==> src/rtl/oled_seq_pkg.sv <==
`timescale 1ns/1ps
package oled_seq_pkg;

  localparam int BYTE_W      = 8;
  localparam int LUT_ENTRIES = 4;
  localparam logic [BYTE_W-1:0] CMD_PREFIX = 8'h80;
  localparam logic [BYTE_W-1:0] LUT_LO     = 8'd31;
  localparam logic [BYTE_W-1:0] LUT_HI     = 8'd63;

  typedef enum logic [4:0] {
    S_CONTRAST_C, S_CONTRAST_A, S_REMAP, S_COMDIR,
    S_MUX_C, S_MUX_A, S_OFS_C, S_OFS_A, S_CLK_C, S_CLK_A,
    S_AREA_C, S_AREA_A, S_PRE_C, S_PRE_A, S_PINS_C, S_PINS_A,
    S_VCOMH_C, S_VCOMH_A, S_PUMP_C, S_PUMP_A,
    S_LUT_C, S_LUT_0, S_LUT_1, S_LUT_2, S_LUT_3,
    S_MODE_C, S_MODE_A, S_DISP_ON, S_RUNTIME
  } seqStep_e;

  typedef struct packed {
    seqStep_e step;
    logic     latchPwr;
    logic     pwrVal;
  } seqCtrl_t;

  typedef struct packed {
    logic [7:0] height;
    logic [7:0] contrast;
    logic [7:0] comOffset;
    logic [4:0] clkDiv;
    logic [3:0] clkFrq;
    logic [3:0] pre1;
    logic [3:0] pre2;
    logic [7:0] vcomh;
    logic       segRemap;
    logic       comInv;
    logic       comSeq;
    logic       comLrRemap;
    logic       pumpNeed;
    logic       areaColor;
    logic       lowPower;
    logic       lutEn;
    logic [LUT_ENTRIES*BYTE_W-1:0] lut;
  } panelCfg_t;

endpackage

==> src/rtl/oled_seq_datapath.sv <==
`timescale 1ns/1ps
module oled_seq_datapath
  import oled_seq_pkg::*;
(
  input  logic              clk,
  input  logic              rstN,
  input  panelCfg_t         cfg,
  input  seqCtrl_t          ctrl,
  output logic [BYTE_W-1:0] stepByte,
  output logic              stepSkip,
  output logic              stepWarn
);

  logic [BYTE_W-1:0] lutEntry [LUT_ENTRIES];
  logic [LUT_ENTRIES-1:0] lutBad;
  logic pwrOnQ;
  logic [4:0] clkDivM1;

  generate
    for (genvar i = 0; i < LUT_ENTRIES; i++) begin : g_lut
      assign lutEntry[i] = cfg.lut[i*BYTE_W +: BYTE_W];
      assign lutBad[i]   = (lutEntry[i] < LUT_LO) || (lutEntry[i] > LUT_HI);
    end
  endgenerate

  // Requested panel state for the runtime command, captured on the request
  always_ff @(posedge clk) begin
    if (!rstN)              pwrOnQ <= 1'b1;
    else if (ctrl.latchPwr) pwrOnQ <= ctrl.pwrVal;
  end

  assign clkDivM1 = cfg.clkDiv - 5'd1;

  always_comb begin
    stepByte = '0;
    stepSkip = 1'b0;
    stepWarn = 1'b0;
    case (ctrl.step)
      S_CONTRAST_C: stepByte = 8'h81;
      S_CONTRAST_A: stepByte = cfg.contrast;
      S_REMAP:      begin stepByte = 8'hA1; stepSkip = !cfg.segRemap; end
      S_COMDIR:     stepByte = 8'hC0 | {4'b0, cfg.comInv, 3'b0};
      S_MUX_C:      stepByte = 8'hA8;
      S_MUX_A:      stepByte = cfg.height - 8'd1;
      S_OFS_C:      stepByte = 8'hD3;
      S_OFS_A:      stepByte = cfg.comOffset;
      S_CLK_C:      stepByte = 8'hD5;
      S_CLK_A:      stepByte = {cfg.clkFrq, clkDivM1[3:0]};
      S_AREA_C:     begin stepByte = 8'hD8; stepSkip = !(cfg.areaColor || cfg.lowPower); end
      S_AREA_A:     begin
        stepByte = (cfg.areaColor ? 8'h30 : 8'h00) | (cfg.lowPower ? 8'h05 : 8'h00);
        stepSkip = !(cfg.areaColor || cfg.lowPower);
      end
      S_PRE_C:      stepByte = 8'hD9;
      S_PRE_A:      stepByte = {cfg.pre2, cfg.pre1};
      S_PINS_C:     stepByte = 8'hDA;
      S_PINS_A:     stepByte = {2'b00, cfg.comLrRemap, !cfg.comSeq, 4'h2};
      S_VCOMH_C:    stepByte = 8'hDB;
      S_VCOMH_A:    stepByte = cfg.vcomh;
      S_PUMP_C:     stepByte = 8'h8D;
      S_PUMP_A:     stepByte = 8'h10 | (cfg.pumpNeed ? 8'h04 : 8'h00);
      S_LUT_C:      begin stepByte = 8'h91; stepSkip = !cfg.lutEn; end
      S_LUT_0:      begin stepByte = lutEntry[0]; stepSkip = !cfg.lutEn; stepWarn = lutBad[0]; end
      S_LUT_1:      begin stepByte = lutEntry[1]; stepSkip = !cfg.lutEn; stepWarn = lutBad[1]; end
      S_LUT_2:      begin stepByte = lutEntry[2]; stepSkip = !cfg.lutEn; stepWarn = lutBad[2]; end
      S_LUT_3:      begin stepByte = lutEntry[3]; stepSkip = !cfg.lutEn; stepWarn = lutBad[3]; end
      S_MODE_C:     stepByte = 8'h20;
      S_MODE_A:     stepByte = 8'h00;
      S_DISP_ON:    stepByte = 8'hAF;
      S_RUNTIME:    stepByte = pwrOnQ ? 8'hAF : 8'hAE;
      default:      stepSkip = 1'b1;
    endcase
  end

endmodule

==> src/rtl/oled_seq_ctrl.sv <==
`timescale 1ns/1ps
module oled_seq_ctrl
  import oled_seq_pkg::*;
#(
  parameter bit USE_PANEL_RESET = 1'b1,
  parameter int RST_ACTIVE_CYC  = 1000,
  parameter int RST_SETTLE_CYC  = 1000
)(
  input  logic     clk,
  input  logic     rstN,
  input  logic     stepSkip,
  input  logic     outReady,
  input  logic     pwrReq,
  input  logic     pwrOn,
  output seqCtrl_t ctrl,
  output logic     outValid,
  output logic     outStart,
  output logic     panelRstOut,
  output logic     initDone
);

  localparam int CNT_MAX = (RST_ACTIVE_CYC > RST_SETTLE_CYC) ? RST_ACTIVE_CYC : RST_SETTLE_CYC;
  localparam int CNT_W   = $clog2(CNT_MAX + 1);

  typedef enum logic [1:0] {ST_RST_ACT, ST_RST_SET, ST_SEND, ST_IDLE} seqState_e;
  localparam seqState_e BOOT_STATE = USE_PANEL_RESET ? ST_RST_ACT : ST_SEND;

  seqState_e state;
  seqStep_e  step;
  logic      phase;      // 0: control prefix, 1: payload
  logic      timerHit;
  logic      accept;

  generate
    if (USE_PANEL_RESET) begin : g_rst_timer
      logic [CNT_W-1:0] cnt;
      always_ff @(posedge clk) begin
        if (!rstN) cnt <= '0;
        else if (state == ST_RST_ACT || state == ST_RST_SET)
          cnt <= timerHit ? '0 : cnt + 1'b1;
        else cnt <= '0;
      end
      assign timerHit = (state == ST_RST_ACT) ? (cnt == CNT_W'(RST_ACTIVE_CYC - 1))
                                              : (cnt == CNT_W'(RST_SETTLE_CYC - 1));
    end else begin : g_no_timer
      assign timerHit = 1'b1;
    end
  endgenerate

  assign outValid    = (state == ST_SEND) && !stepSkip;
  assign outStart    = outValid && !phase;
  assign panelRstOut = (state == ST_RST_ACT);
  assign accept      = outValid && outReady;

  assign ctrl.step     = step;
  assign ctrl.latchPwr = (state == ST_IDLE) && pwrReq;
  assign ctrl.pwrVal   = pwrOn;

  always_ff @(posedge clk) begin
    if (!rstN) begin
      state    <= BOOT_STATE;
      step     <= S_CONTRAST_C;
      phase    <= 1'b0;
      initDone <= 1'b0;
    end else begin
      initDone <= 1'b0;
      case (state)
        ST_RST_ACT: if (timerHit) state <= ST_RST_SET;
        ST_RST_SET: if (timerHit) state <= ST_SEND;
        ST_SEND: begin
          if (stepSkip) begin
            step <= seqStep_e'(step + 5'd1);
          end else if (accept) begin
            if (!phase) begin
              phase <= 1'b1;
            end else begin
              phase <= 1'b0;
              if (step == S_DISP_ON) begin
                state    <= ST_IDLE;
                initDone <= 1'b1;
              end else if (step == S_RUNTIME) begin
                state <= ST_IDLE;
              end else begin
                step <= seqStep_e'(step + 5'd1);
              end
            end
          end
        end
        ST_IDLE: if (pwrReq) begin
          step  <= S_RUNTIME;
          phase <= 1'b0;
          state <= ST_SEND;
        end
        default: state <= ST_IDLE;
      endcase
    end
  end

endmodule

==> src/rtl/oled_init_seq.sv <==
`timescale 1ns/1ps
module oled_init_seq
  import oled_seq_pkg::*;
#(
  parameter bit USE_PANEL_RESET = 1'b1,
  parameter int RST_ACTIVE_CYC  = 1000,
  parameter int RST_SETTLE_CYC  = 1000
)(
  input  logic        clk,
  input  logic        rstN,
  input  logic [7:0]  cfgHeight,
  input  logic [7:0]  cfgContrast,
  input  logic [7:0]  cfgComOffset,
  input  logic [4:0]  cfgClkDiv,
  input  logic [3:0]  cfgClkFrq,
  input  logic [3:0]  cfgPre1,
  input  logic [3:0]  cfgPre2,
  input  logic [7:0]  cfgVcomh,
  input  logic        cfgSegRemap,
  input  logic        cfgComInv,
  input  logic        cfgComSeq,
  input  logic        cfgComLrRemap,
  input  logic        cfgPumpNeed,
  input  logic        cfgAreaColor,
  input  logic        cfgLowPower,
  input  logic        cfgLutEn,
  input  logic [31:0] cfgLut,
  input  logic        pwrReq,
  input  logic        pwrOn,
  input  logic        outReady,
  output logic        outValid,
  output logic [7:0]  outData,
  output logic        outStart,
  output logic        panelRstOut,
  output logic        lutWarn,
  output logic        initDone
);

  panelCfg_t         cfg;
  seqCtrl_t          ctrl;
  logic [BYTE_W-1:0] stepByte;
  logic              stepSkip;
  logic              stepWarn;

  assign cfg = '{height: cfgHeight, contrast: cfgContrast, comOffset: cfgComOffset,
                 clkDiv: cfgClkDiv, clkFrq: cfgClkFrq, pre1: cfgPre1, pre2: cfgPre2,
                 vcomh: cfgVcomh, segRemap: cfgSegRemap, comInv: cfgComInv,
                 comSeq: cfgComSeq, comLrRemap: cfgComLrRemap, pumpNeed: cfgPumpNeed,
                 areaColor: cfgAreaColor, lowPower: cfgLowPower, lutEn: cfgLutEn,
                 lut: cfgLut};

  oled_seq_ctrl #(
    .USE_PANEL_RESET(USE_PANEL_RESET),
    .RST_ACTIVE_CYC (RST_ACTIVE_CYC),
    .RST_SETTLE_CYC (RST_SETTLE_CYC)
  ) ctrl_i (
    .clk(clk), .rstN(rstN), .stepSkip(stepSkip), .outReady(outReady),
    .pwrReq(pwrReq), .pwrOn(pwrOn), .ctrl(ctrl), .outValid(outValid),
    .outStart(outStart), .panelRstOut(panelRstOut), .initDone(initDone)
  );

  oled_seq_datapath dp_i (
    .clk(clk), .rstN(rstN), .cfg(cfg), .ctrl(ctrl),
    .stepByte(stepByte), .stepSkip(stepSkip), .stepWarn(stepWarn)
  );

  assign outData = outStart ? CMD_PREFIX : stepByte;
  assign lutWarn = stepWarn && outValid && !outStart;

endmodule

==> config.mk <==
export PLATFORM = sky130hd
export DESIGN_NAME = oled_init_seq
export DESIGN_NICKNAME = d
export VERILOG_FILES = /design/src/rtl/oled_seq_pkg.sv /design/src/rtl/oled_seq_datapath.sv /design/src/rtl/oled_seq_ctrl.sv /design/src/rtl/oled_init_seq.sv
export SDC_FILE = /design/constraint.sdc
export NUM_CORES = 1
export LEC_CHECK = 0
export BUFFER_PORTS_ARGS = -buffer_cell sky130_fd_sc_hd__buf_4
export CAP_MARGIN = 10
export CORE_MARGIN = 2
export CORE_UTILIZATION = 45
export DETAILED_ROUTE_END_ITERATION = 12
export PLACE_DENSITY_LB_ADDON = 0.2
export SLEW_MARGIN = 20
export SYNTH_ARGS = -nofsm -noshare
export SYNTH_HDL_FRONTEND = slang
export SYNTH_SLANG_ARGS = --single-unit
==> constraint.sdc <==
create_clock -name clk -period 3.31 [get_ports clk]
set_clock_uncertainty 0.1 [all_clocks]
set_input_delay 0 -clock clk [delete_from_list [all_inputs] [get_ports clk]]
set_output_delay 0 -clock clk [all_outputs]
set_load 0.1 [all_outputs]
Word level (Yosys, flattened, before mapping)
Index checks and enable logic that the tools add are counted.

cells by class
  divide/modulo/power cells = 0
  equality and inequality tests = 43
  magnitude comparators = 8
  $mul = 0
  shifts and indexed selects = 0
  bitwise gates (word level) = 6
  add/sub/neg operators = 4
  muxes and demuxes = 30
  reduce and logical (&&, ||, !) cells = 30

operators by type and width
  kind                   count
  $pmux 8 s28            1
  $eq 5x5->1 const B     13
  $eq 5x4->1 const B     8
  $gt 8x6->1 const B     4
  $lt 8x5->1 const B     4
  $mux 5                 6
  $reduce_or 21->1       1
  $eq 5x3->1 const B     4
  $mux 2                 8
  $add 10x1->10 const B  1
  $eq 10x10->1 const B   1
  $eq 5x2->1 const B     2
  $pmux 5 s2             1
  $reduce_or 5->1        2
  $mux 8                 1
  $ne 2x1->1 const B     4
  $or 8x8->8             1
  $pmux 1 s4             2
  $pmux 2 s4             1
  $sub 8x1->8 const B    1
  $logic_not 1->1        7
  $reduce_and 7->1       1
  $logic_and 1x1->1      6
  $logic_or 1x1->1       6
  21 further kinds       35

word-level totals
  memories kept = 0
  latch bits = 0
  register bits after elaboration = 20
  bits in writable memories = 0
  memory bits (read-only) = 0
  input bits = 94
  output and inout bits = 13
  logic and storage cells = 127

Longest topological paths before layout
Gate-level depths: netlist of the first run.

  word-level depth = 9
  depth in mapped cells = 10
  mapped depth without buffers = 8

Hierarchy
From an unflattened synthesis of the first run, not the netlist that was laid out.

unflattened totals
  cell total of the unflattened synthesis = 375
  area total of the unflattened synthesis = 2621.3 µm²

modules (own cells, without submodules)
  module             times used  cells each  area an instance (µm²)  sequential area each (µm²)
  oled_seq_datapath  1           247         1530.2                  20.0
  oled_seq_ctrl      1           119         1013.5                  380.4
  oled_init_seq      1           9           77.6                    0.0

Least setup slack after synthesis of the first run
OpenSTA, ideal clock, no wires.

  path kind = register to output
  start point = register ctrl_i.step[0]
  end point = output port outData[6]
  setup slack = -689 ps
  arrival time = 3899 ps
  cell stages (with the launch flop) = 11
  buffers on the path = 3
  required time = 3210 ps
  cell sequence = dfxtp_1 -> ha_1 -> buf_2 -> clkbuf_1 -> and3_1 -> ha_1 -> nor4_4 -> a21oi_4 -> nor2b_4 -> buf_6 -> a41oi_1

on the way
  word-level cells in the longest chain between the ends = 7
  elaborated cells on any way between the ends = 38
  classes of those cells = 28 x eq/ne; 3 x mux; 7 x reduce/logical

RTL lines
  element                                                   line                     RTL
  from (decl)                                               oled_seq_ctrl.sv:29      seqStep_e step;
  from (signal assigned)                                    oled_seq_ctrl.sv:72      step <= seqStep_e'(step + 5'd1);
  from (signal assigned)                                    oled_seq_ctrl.sv:84      step <= seqStep_e'(step + 5'd1);
  $eq 5x5->1, or another cell as far along                  oled_seq_datapath.sv:38  case (ctrl.step)
  $reduce_or 21->1 (no line), or another cell as far along  n/a
  $pmux 1 s4 *                                              oled_seq_datapath.sv:38
  $logic_not 1->1 *                                         oled_seq_ctrl.sv:50      assign outValid = (state == ST_SEND) && !stepSkip;
  $logic_and 1x1->1 *                                       oled_seq_ctrl.sv:50
  named net outValid                                        oled_init_seq.sv:31      output logic outValid,
  $logic_and 1x1->1 *                                       oled_seq_ctrl.sv:51      assign outStart = outValid && !phase;
  named net outStart                                        oled_init_seq.sv:33      output logic outStart,
  $mux 8 *                                                  oled_init_seq.sv:67      assign outData = outStart ? CMD_PREFIX : stepByte;
  to (decl)                                                 oled_init_seq.sv:32      output logic [7:0] outData,

Mark *: on every way through the listed nets, which the timed path passes. The rest lies on a longest branch.

Final worst setup path of the first run
  start point = register ctrl_i.step[0]
  end point = output port outData[7]

on the way
  word-level cells in the longest chain between the ends = 7
  elaborated cells on any way between the ends = 38
  classes of those cells = 28 x eq/ne; 3 x mux; 7 x reduce/logical

RTL lines
  element                                                   line
  $eq 5x5->1, or another cell as far along                  oled_seq_datapath.sv:38
  $reduce_or 21->1 (no line), or another cell as far along  n/a
  $pmux 1 s4                                                oled_seq_datapath.sv:38
  $logic_not 1->1                                           oled_seq_ctrl.sv:50
  $logic_and 1x1->1                                         oled_seq_ctrl.sv:50
  $logic_and 1x1->1                                         oled_seq_ctrl.sv:51
  $mux 8 *                                                  oled_init_seq.sv:67

Every way passes the cells marked *; elsewhere a longest branch is shown, timed or not.

==> results of run 1 <==
==> final timing paths <==
| check | to | slack (ns) | depth (start not counted) |
|---|---|---|---|
| setup / recovery | outData[7] | 0.11 | 9 |
| hold / removal | ctrl_i.phase | 0.08 | 4 |
| setup reg to reg | ctrl_i.initDone | 0.26 | 9 |
| hold reg to reg | ctrl_i.g_rst_timer.cnt[0] | 0.37 | 1 |
==> synth_stat cells (all sizes together) (3+ instances only) <==
master	number	area (um2)
nor4	3	33.8
xnor2	8	70.1
a22oi	4	30.0
o22ai	4	25.0
nor2	29	111
a221oi	6	58.8
dfxtp	20	400
nand2	34	128
a31o	3	26.3
nor2b	5	38.8
nand3	19	95.1
buf	13	85.1
and2	4	25.0
o31ai	4	30.0
a31oi	11	68.8
clkbuf	12	45.0
o221a	3	42.5
a211oi	3	22.5
nor3	8	40.0
o21ai	11	55.1
or2	4	25.0
a32oi	4	35.0
xor2	8	70.1
and3	10	63.8
nand2b	5	31.3
o211ai	3	22.5
mux2	3	33.8
inv	12	45.0
ha	8	100
o2bb2ai	3	26.3
a22o	3	27.5
mux2i	12	133
o221ai	6	76.3
a21oi	17	96.4
nand3b	4	30.0
a2111oi	5	43.8
==> cells in the final DEF, fill, tap and decap left out, drive strengths merged, types with 3 or more instances in the layout <==
cell type / netlist / layout
o31ai: 4 / 4
or2: 4 / 4
o22ai: 4 / 4
mux2i: 12 / 12
a32oi: 4 / 4
clkbuf: 12 / 4
and2: 4 / 4
dlygate4sd3: 0 / 5
a221oi: 6 / 6
xor2: 8 / 8
a211oi: 3 / 3
nor4: 3 / 3
a31o: 3 / 3
mux2: 3 / 3
o221ai: 6 / 6
o211ai: 3 / 3
o221a: 3 / 3
a31oi: 11 / 11
ha: 8 / 8
buf: 13 / 120
nor2: 29 / 29
a21oi: 17 / 17
nor2b: 5 / 5
nor3: 8 / 8
a2111oi: 5 / 5
nand2b: 5 / 5
dfxtp: 20 / 20
o21ai: 11 / 11
nand2: 34 / 34
xnor2: 8 / 8
and3: 10 / 10
a22oi: 4 / 4
inv: 12 / 12
nand3b: 4 / 4
nand3: 19 / 19
a22o: 3 / 3
o2bb2ai: 3 / 3
==> per-layer routing <==
| layer | up-vias | track usage | part of all wire |
|---|---|---|---|
| met5 | - | 0 | 0 |
| met4 | 0 | 0.0912 | 0.024 |
| met3 | 28 | 0.0632 | 0.12 |
| met2 | 240 | 0.483 | 0.45 |
| met1 | 1496 | 0.448 | 0.41 |
| li1 | 1472 | - | - |
==> per-stage QoR <==
step	power [mW]	setup WS, ns	util	std cells	hold slack [ns]
floorplan	0.280	-0.0961	-	335	0.0251
global placement	0.386	0.351	0.626	502	0.113
detailed placement	0.387	0.244	0.626	502	0.138
CTS	0.575	0.151	0.646	511	0.0666
global route	0.593	0.0249	0.646	511	0.122
finish	0.573	0.110	0.646	511	0.0808
==> kinds of logic after synthesis <==
kind of cell	Yosys count	share of synthesized area
compound gates	102	0.317
xor+xnor	16	0.0560
fa+ha+maj	8	0.0400
buf+inv	37	0.0700
flops	20	0.160
mux	15	0.0665
simple gates	137	0.290
==> final cells by class <==
cell class	count	area [um2]	area share
tap	72	90.1	0.0257
multi-input combinational	278	1970	0.561
inverter	12	45.0	0.0128
timing repair buffer	125	951	0.271
sequential	20	400	0.114
clock buffer	4	55.1	0.0157
==> worst reg2reg max path: stages (launching register included) <==
cell	delay, ns
dfxtp_1	0.36
ha_1	0.42
buf_4	0.27
or2_2	0.29
a31oi_1	0.26
o221ai_2	0.20
a21oi_4	0.22
nand3_1	0.10
nor3_1	0.20
dlygate4sd3_1	0.58
==> flip-flops by register name, summed over array words and instances (netlist names) <==
signal,flops
ctrl_i.g_rst_timer.cnt,10
dp_i.pwrOnQ,1
ctrl_i.state,2
ctrl_i.initDone,1
ctrl_i.phase,1
ctrl_i.step,5
==> power groups by stage <==
stage	Combinational [mW]	Clock (mW)	Sequential (mW)
2_1_floorplan	0.0290	0	0.251
3_3_place_gp	0.134	0	0.252
3_5_place_dp	0.135	0	0.252
4_1_cts	0.139	0.190	0.246
5_1_grt	0.149	0.197	0.247
6_report	0.141	0.186	0.247
==> timing repair <==
| action | in CTS | in global routing |
|---|---|---|
| hold buffers | 5 | 0 |
| resized for setup | 1 | 0 |
| endpoints found under the setup margin | 1 | 0 |
| endpoints found under the hold margin | 10 | 0 |
==> metrics.txt, run 1 <==
largest net degree at the start of global routing=20; Comb power frac=0.246; critical path cell sequence=inv_1, ha_2, and4b_1, o221ai_4, o221ai_2, a21oi_4, nor2b_4, or4_4, buf_4; leakage power=1.44 nW; row cnt=27; Post-Layout Inst Area=0.00351 mm2; DIE WIDTH=between 70 and 80 um; sequential area share after synthesis=0.160; CTS Buf Count=3; Initial Utilization=0.460; Routed WL per cell=19.7 um; post-CTS setup buffer count=0; Finish-stage setup viols=0; Worst Max-Slew Pin Slew=1.01 ns; die height=78.6 um; Clock transition at path regs=0.08 ns; Via Count=3236; initial antenna violation count=0; worst skew pair latency=roughly 0.26 ns; #FFs+latches synth=20; Synth Net Count=between 400 and 500; distinct cell type count after synthesis=73; sequential share of power=0.430; area grow syn2layout=40.4%; Worst Hold Class=input pin to register; period utilisation layout=0.967; vias in the first global route=about 3000; CP Launch Point=ctrl_i.step[0]; commonest register cell after synthesis=dfxtp_1; max_cap viols=0; CTS H-tree lvls=1; CP Buf/Inv Count=2; Worst slew margin=0.308; Critical Path RT=between 3 and 4 ns; placed cell area=about 0.0034 mm2; drt initial violations=384; CTS root buf=clkbuf_8; Final Max Slew Viols=0; clock sink count=20; gr usage total=0.317; global placer's final weighted congestion=1.05; global route overflow=0; CTS tree=built; DRT Pass-1 Iters=6; NetSw=~0.14 mW; clock share of power=0.324; fmax=313 MHz; Detail Route Antenna Nets=0; R2R Path Start=ctrl_i.step[0]; Synth Area per Inst=7.47 um2; fill count=494; Synth warnings=0; DRC errors left=0; n_diodes=0; Pwr Density=163 mW/mm2; die footprint=0.00617 mm2; Worst setup SP type=register; HPWL after DPL=between 8000 and 9000 um; Port Buffer Count=about 110; minimum clock period=~3.2 ns; WS Path Type=register to primary output; total I/O pin count=roughly 110; crit end category=primary output; layout cells sized above 1=0.349; outcome=complete, no violations; Via-to-Cell Ratio=6.33; RSZ-0062 raised after global routing=no; final hold viol count=0; final WL=10000 um; asr flop ratio synth=0; Worst Path Arrival=a little over 3 ns; largest delay contributor family on the critical path=simple AND/OR/NAND/NOR gates; first-pass GRT wire length=15400 um; switching fraction of total power=0.237; Hold Path Origin=pwrReq; slowest cell on the critical path=or4_4; slowest cell delay on critical path=0.52 ns; synthesized instance count=335; core area=0.00544 mm2; fin nets=around 540; highest fanout seen on the critical path=12; Int Power=around 0.44 mW; synthesized area=around 0.0025 mm2; setup TNS=0 ns; Longest Clk Path Bufs=2; EDFF count, synth=0; worst vdd ir=190 uV
No activity file was read; power rests on OpenSTA's default activity.
==> run 2: changes to the inputs <==
- CORE_ASPECT_RATIO: not set -> 0.7
- GPL_ROUTABILITY_DRIVEN: not set -> 0
==> run 2 against run 1 <==
  * Worst setup slack improved by 0.011 ns
  * Cell count decreased by 0.59%
  * Global-route usage decreased by 2.7 points
  * Combinational power about the same
  * Maximum frequency increased by 0.34%
  * Core utilization increased by 1.1 points
  * Total power increased by 0.38%
  * Cell area decreased by 0.68%
  * Sequential cell count unchanged
  * Die area increased by 0.16%
  * Critical path type unchanged
  * Highest routed layer unchanged
==> metrics.txt, run 2 (synthesis results as in run 1) <==
Placed Cells=499 (-0.60%); Worst setup SP type=register; die footprint=0.00618 mm2 (+0.16%); worst skew pair latency=0.26 ns (about the same); total I/O pin count=107 (unchanged); Longest Clk Path Bufs=2 (unchanged); CP Buf/Inv Count=2 (unchanged); fmax=314 MHz (+0.34%); final WL=9040 um (-10%); R2R cell count=9 (unchanged); Routed WL per cell=17.8 um (-9.5%); Initial Utilization=0.471 (+0.0109); pre-CTS setup slack=0.443 ns (+0.199 ns); crit end category=primary output; area grow syn2layout=39.4%; leakage power=1.42 nW (-1.2%); Pwr Total=0.576 mW (+0.38%); crit path to=outData[7]; drt initial violations=359 (-6.5%); most common cell after layout, fill and taps aside=buf_4; Clock transition at path regs=0.07 ns (about the same); Final Max Slew Viols=0 (unchanged); n_diodes=0 (unchanged); Finish-stage setup viols=0 (unchanged); worst reg-to-reg setup slack=0.37 ns (+0.11 ns); gr usage total=0.290 (-0.0269); largest net degree at the start of global routing=19 (-5.0%); global route overflow=0 (unchanged); CP Depth=9 (unchanged); fin nets=539 (-0.55%); max reg flops=10 (unchanged); critical path cell sequence=inv_1, ha_1, mux2_1, a221oi_2, o221a_4, a21oi_4, nor2b_4, or4_4, buf_4; post-CTS setup buffer count=0 (unchanged); CTS tree=built; worst vdd ir=146 uV (-23%); WS Path Type=register to primary output; Worst Hold Class=input pin to register; vias in the first global route=2722 (-8.5%); period utilisation layout=0.963 (-0.00330); final hold viol count=0 (unchanged); layout cells sized above 1=0.342 (-0.00678); Worst Max-Slew Pin Slew=0.863 ns (-0.149 ns); highest fanout seen on the critical path=14 (+2); outcome=complete, no violations; Via-to-Cell Ratio=6.12 (-3.3%); Critical Path RT=3.21 ns (about the same); commonest non-fill, non-tap cells in the layout=buf_4 (117), nand2_1 (34), nor2_1 (27); core area=0.00531 mm2 (-2.3%); biggest regs=ctrl_i.g_rst_timer.cnt x10, ctrl_i.step x5, ctrl_i.state x2; R2R Path Start=ctrl_i.step[1]; Worst Path Arrival=3.09 ns (about the same); initial antenna violation count=0 (unchanged); CTS root buf=clkbuf_8; HPWL after DPL=7300 um (-8.8%); CTS H-tree lvls=1 (unchanged); first-pass GRT wire length=14100 um (-8.1%); row cnt=22 (-19%); slowest cell on the critical path=or4_4; CP Launch Point=ctrl_i.step[1]; Worst slew margin=0.423 (+0.116); final worst slack=0.121 ns (+0.0109 ns); Pwr Density=165 mW/mm2 (+1.1%); RSZ-0062 raised after global routing=no; CTS Buf Count=3 (unchanged); DIE WIDTH=93.1 um (+19%); max_cap viols=0 (unchanged); Detail Route Antenna Nets=0 (unchanged); slowest cell delay on critical path=0.50 ns (-0.02 ns); minimum clock period=3.19 ns (-0.0109 ns); Non-Filler Instances=508 (-0.59%); largest delay contributor family on the critical path=simple AND/OR/NAND/NOR gates; clock sink count=20 (unchanged); die height=66.4 um (-15%); DRT Pass-1 Iters=5 (-1); RR Endpoint=ctrl_i.initDone; Largest Register=ctrl_i.g_rst_timer.cnt; Via Count=3111 (-3.9%); Port Buffer Count=105 (unchanged); Finished Core Util=0.656 (+0.0109); DRC errors left=0 (unchanged)
==> run 2: cell type report <==
class,count,area [um2]
clock buffers,4,55.1
fillers,468,1830
inverters,12,45.0
multi-input cells,278,1970
flip-flops and latches,20,400
well taps,72,90.1
repair buffers,122,928
==> run 2: repair_timing <==
action	in CTS	in global routing
hold endpoints to repair	9	0
hold buffers	5	0
gates resized for setup	0	0
==> run 2: through the flow <==
stage / area (um2) / hold WS, ns / TNS, ns
4_1_cts: 3490 / 0.0462 / 0
3_5_place_dp: 3380 / 0.122 / 0
3_3_place_gp: 3380 / 0.119 / 0
6_report: 3490 / 0.0450 / 0
5_1_grt: 3490 / 0.0569 / 0
2_1_floorplan: 2540 / 0.0251 / -0.551
==> run 2: how the worst min path moves through the flow <==
stage | startpoint | end | slack (ns) | depth (start not counted)
floorplan | pwrOn | dp_i.pwrOnQ | 0.03 | 2
global placement | pwrOn | dp_i.pwrOnQ | 0.12 | 3
detailed placement | pwrOn | dp_i.pwrOnQ | 0.12 | 3
CTS | pwrReq | ctrl_i.phase | 0.05 | 4
global route | pwrReq | ctrl_i.phase | 0.06 | 4
finish | pwrReq | ctrl_i.phase | 0.05 | 4
==> run 2: worst reg2reg max path, delay by kind of cell (launching register included) <==
| family | cells | cell delay, ns |
|---|---|---|
| adders and majority gates | 1 | 0.39 |
| and+or+nand+nor | 3 | 0.76 |
| AOI/OAI and AO/OA | 3 | 0.58 |
| DFF | 1 | 0.40 |
| buffers and inverters | 2 | 0.65 |
==> run 2: routing by layer <==
metal,GRT usage,part of all wire,vias to the layer above
li1,-,-,1469
met1,0.430,0.45,1458
met2,0.426,0.42,174
met3,0.0810,0.12,10
met4,0.0294,0.0044,0
met5,0,0,-
==> run 2: power breakdown <==
part           internal [mW]  switching, mW  total, mW
Sequential             0.243        0.00284      0.246
Combinational         0.0879         0.0500      0.138
Clock                  0.106         0.0853      0.191
==> run 3: changes to the inputs <==
- BUFFER_PORTS_ARGS: -buffer_cell sky130_fd_sc_hd__buf_4 -> -buffer_cell sky130_fd_sc_hd__buf_2
- CELL_PAD_IN_SITES_DETAIL_PLACEMENT: not set -> 1
- CELL_PAD_IN_SITES_GLOBAL_PLACEMENT: not set -> 1
- CORE_UTILIZATION: 45 -> 34
==> run 3 against run 2 <==
  * Sequential power about the same
  * Sequential share of layout area up 0.20 points
  * Wire length up 16%
  * Via count up 0.74%
  * Cell area down 1.7%
  * Die area up 31%
  * Non-clock buffer count up 5
  * Total power down 4.9%
  * Global-route usage down 3.5 points
  * Worst hold slack better by 0.024 ns
  * Critical endpoint unchanged
  * Largest power group unchanged
==> metrics.txt, run 3 (synthesis results as in run 1) <==
critical path cell sequence=inv_1, ha_1, o21ai_0, a21o_1, o21ai_0, a2111oi_1, buf_4, o211ai_1, or4_4, clkbuf_4; CP Buf/Inv Count=3 (+1); first-pass GRT wire length=15800 um (+12%); worst hold margin=0.0687 ns (+0.0236 ns); Final Max Slew Viols=0 (unchanged); Critical Path RT=3.21 ns (about the same); Worst Max-Slew Pin Slew=0.706 ns (-0.157 ns); slowest cell on the critical path=a2111oi_1; Via Count=3134 (+0.74%); initial antenna violation count=0 (unchanged); WS Path Type=register to primary output; Reg area=400 um2 (unchanged); largest delay contributor family on the critical path=compound AO/OA/AOI/OAI gates; worst vdd ir=134 uV (-8.2%); final WL=10500 um (+16%); CTS root buf=clkbuf_8; gr usage total=0.255 (-0.0348); CTS Buf Count=3 (unchanged); slowest cell delay on critical path=0.47 ns (-0.03 ns); CP Depth=10 (+1); largest net degree at the start of global routing=30 (+11); fmax=315 MHz (+0.38%); Via-to-Cell Ratio=5.81 (-5.1%); fin nets=544 (+0.93%); vias in the first global route=2965 (+8.9%); period utilisation layout=0.960 (-0.00361); Finish-stage setup viols=0 (unchanged); die footprint=0.00807 mm2 (+31%); HPWL after DPL=8600 um (+18%); Routed WL per cell=19.5 um (+9.8%); most frequent cell on the critical path=o21ai_0; outcome=complete, no violations; DIE WIDTH=107 um (+14%); area grow syn2layout=37.0%; Initial Utilization=0.346 (-0.124); CTS H-tree lvls=1 (unchanged); layout cells sized above 1=0.351 (+0.00973); crit end category=primary output; Worst Path Arrival=3.08 ns (about the same); DRT Pass-1 Iters=5 (unchanged); global route overflow=0 (unchanged); footprint of the multi-input gates=0.00197 mm2 (unchanged); pre-CTS setup slack=0.423 ns (-0.0205 ns); Largest Register=ctrl_i.g_rst_timer.cnt; Longest Clk Path Bufs=2 (unchanged); Worst slew margin=0.517 (+0.0938); hold depth=4 (unchanged); worst skew pair latency=0.26 ns (about the same); drt initial violations=214 (-40%); commonest non-fill, non-tap cells in the layout=buf_2 (96), nand2_1 (34), nor2_1 (27); RSZ-0062 raised after global routing=no; Worst Hold Class=input pin to register; DRC errors left=0 (unchanged); Pwr Density=160 mW/mm2 (-3.3%); Worst setup SP type=register; n_diodes=0 (unchanged); row cnt=26 (+18%); die height=75.8 um (+14%); CTS tree=built; core area=0.00722 mm2 (+36%); setup TNS=0 ns (unchanged); Port Buffer Count=105 (unchanged); placed cell area=0.00333 mm2 (-1.6%); most common cell after layout, fill and taps aside=buf_2; highest fanout seen on the critical path=7 (-7); max reg flops=10 (unchanged); final worst slack=0.133 ns (+0.0119 ns); Post-Layout Inst Area=0.00343 mm2 (-1.7%); Clock transition at path regs=0.07 ns (about the same); leakage power=1.39 nW (-2.1%); clock sink count=20 (unchanged); fill count=928 (+98%); final hold viol count=0 (unchanged); biggest regs=ctrl_i.g_rst_timer.cnt x10, ctrl_i.step x5, ctrl_i.state x2; max_cap viols=0 (unchanged); R2R cell count=9 (unchanged); minimum clock period=3.18 ns (-0.0119 ns); total I/O pin count=107 (unchanged); Detail Route Antenna Nets=0 (unchanged)
run 3: cell count changes in the layout (fill, tap and decap cells not counted):
cell / previous run / this run
buf_2: 0 / 96
buf_12: 0 / 9
buf_4: 117 / 17
dlygate4sd3_1: 5 / 4
clkbuf_4: 0 / 1
run 3: final timing paths:
path              slack, ns                      start                   endpoint
setup / recovery       0.13             ctrl_i.step[0]                 outData[7]
hold / removal         0.07                     pwrReq               ctrl_i.phase
setup reg to reg       0.41             ctrl_i.step[0]             ctrl_i.step[2]
hold reg to reg        0.37  ctrl_i.g_rst_timer.cnt[0]  ctrl_i.g_rst_timer.cnt[0]
run 3: through the flow:
stage               utilization  cells  total power [mW]
finish                    0.475    539             0.547
global route              0.475    539             0.577
CTS                       0.474    539             0.554
detailed placement        0.461    531             0.358
global placement          0.461    531             0.356
floorplan                     -    335             0.280
run 3: power by group:
| group | switching (mW) | total, mW | leakage [nW] | internal (mW) |
|---|---|---|---|---|
| combinational | 0.0523 | 0.110 | 1.20 | 0.0576 |
| clock | 0.0846 | 0.191 | 0.0288 | 0.106 |
| sequential | 0.00310 | 0.247 | 0.162 | 0.244 |
run 3: layer usage:
metal | vias to the layer above | share of wire | wire [um] | GRT usage
met3 | 11 | 0.096 | 1020 | 0.0736
li1 | 1473 | - | - | -
met4 | 0 | 0.0085 | 89 | 0.0418
met1 | 1510 | 0.46 | 4830 | 0.366
met2 | 140 | 0.44 | 4590 | 0.386
met5 | - | 0 | 0 | 0
run 3: worst min-delay path: cells and delay by family:
kind	cells	cell delay, ns
and+or+nand+nor	2	0.24
buffers and inverters	1	0.09
muxes	1	0.06
run 3: area by class of cell:
class                           instances  share of cell area
Multi-Input combinational cell        278               0.574
Timing Repair Buffer                  127               0.244
Sequential cell                        20               0.117
Tap cell                               98              0.0358
Clock buffer                            4              0.0161
Inverter                               12              0.0131
run 3: what timing repair did:
action,4_1_cts,5_1_grt
hold endpoints to repair,5,0
setup endpoints to repair,0,1
gates resized for setup,0,2
hold buffers,4,0
buffers inserted,0,0
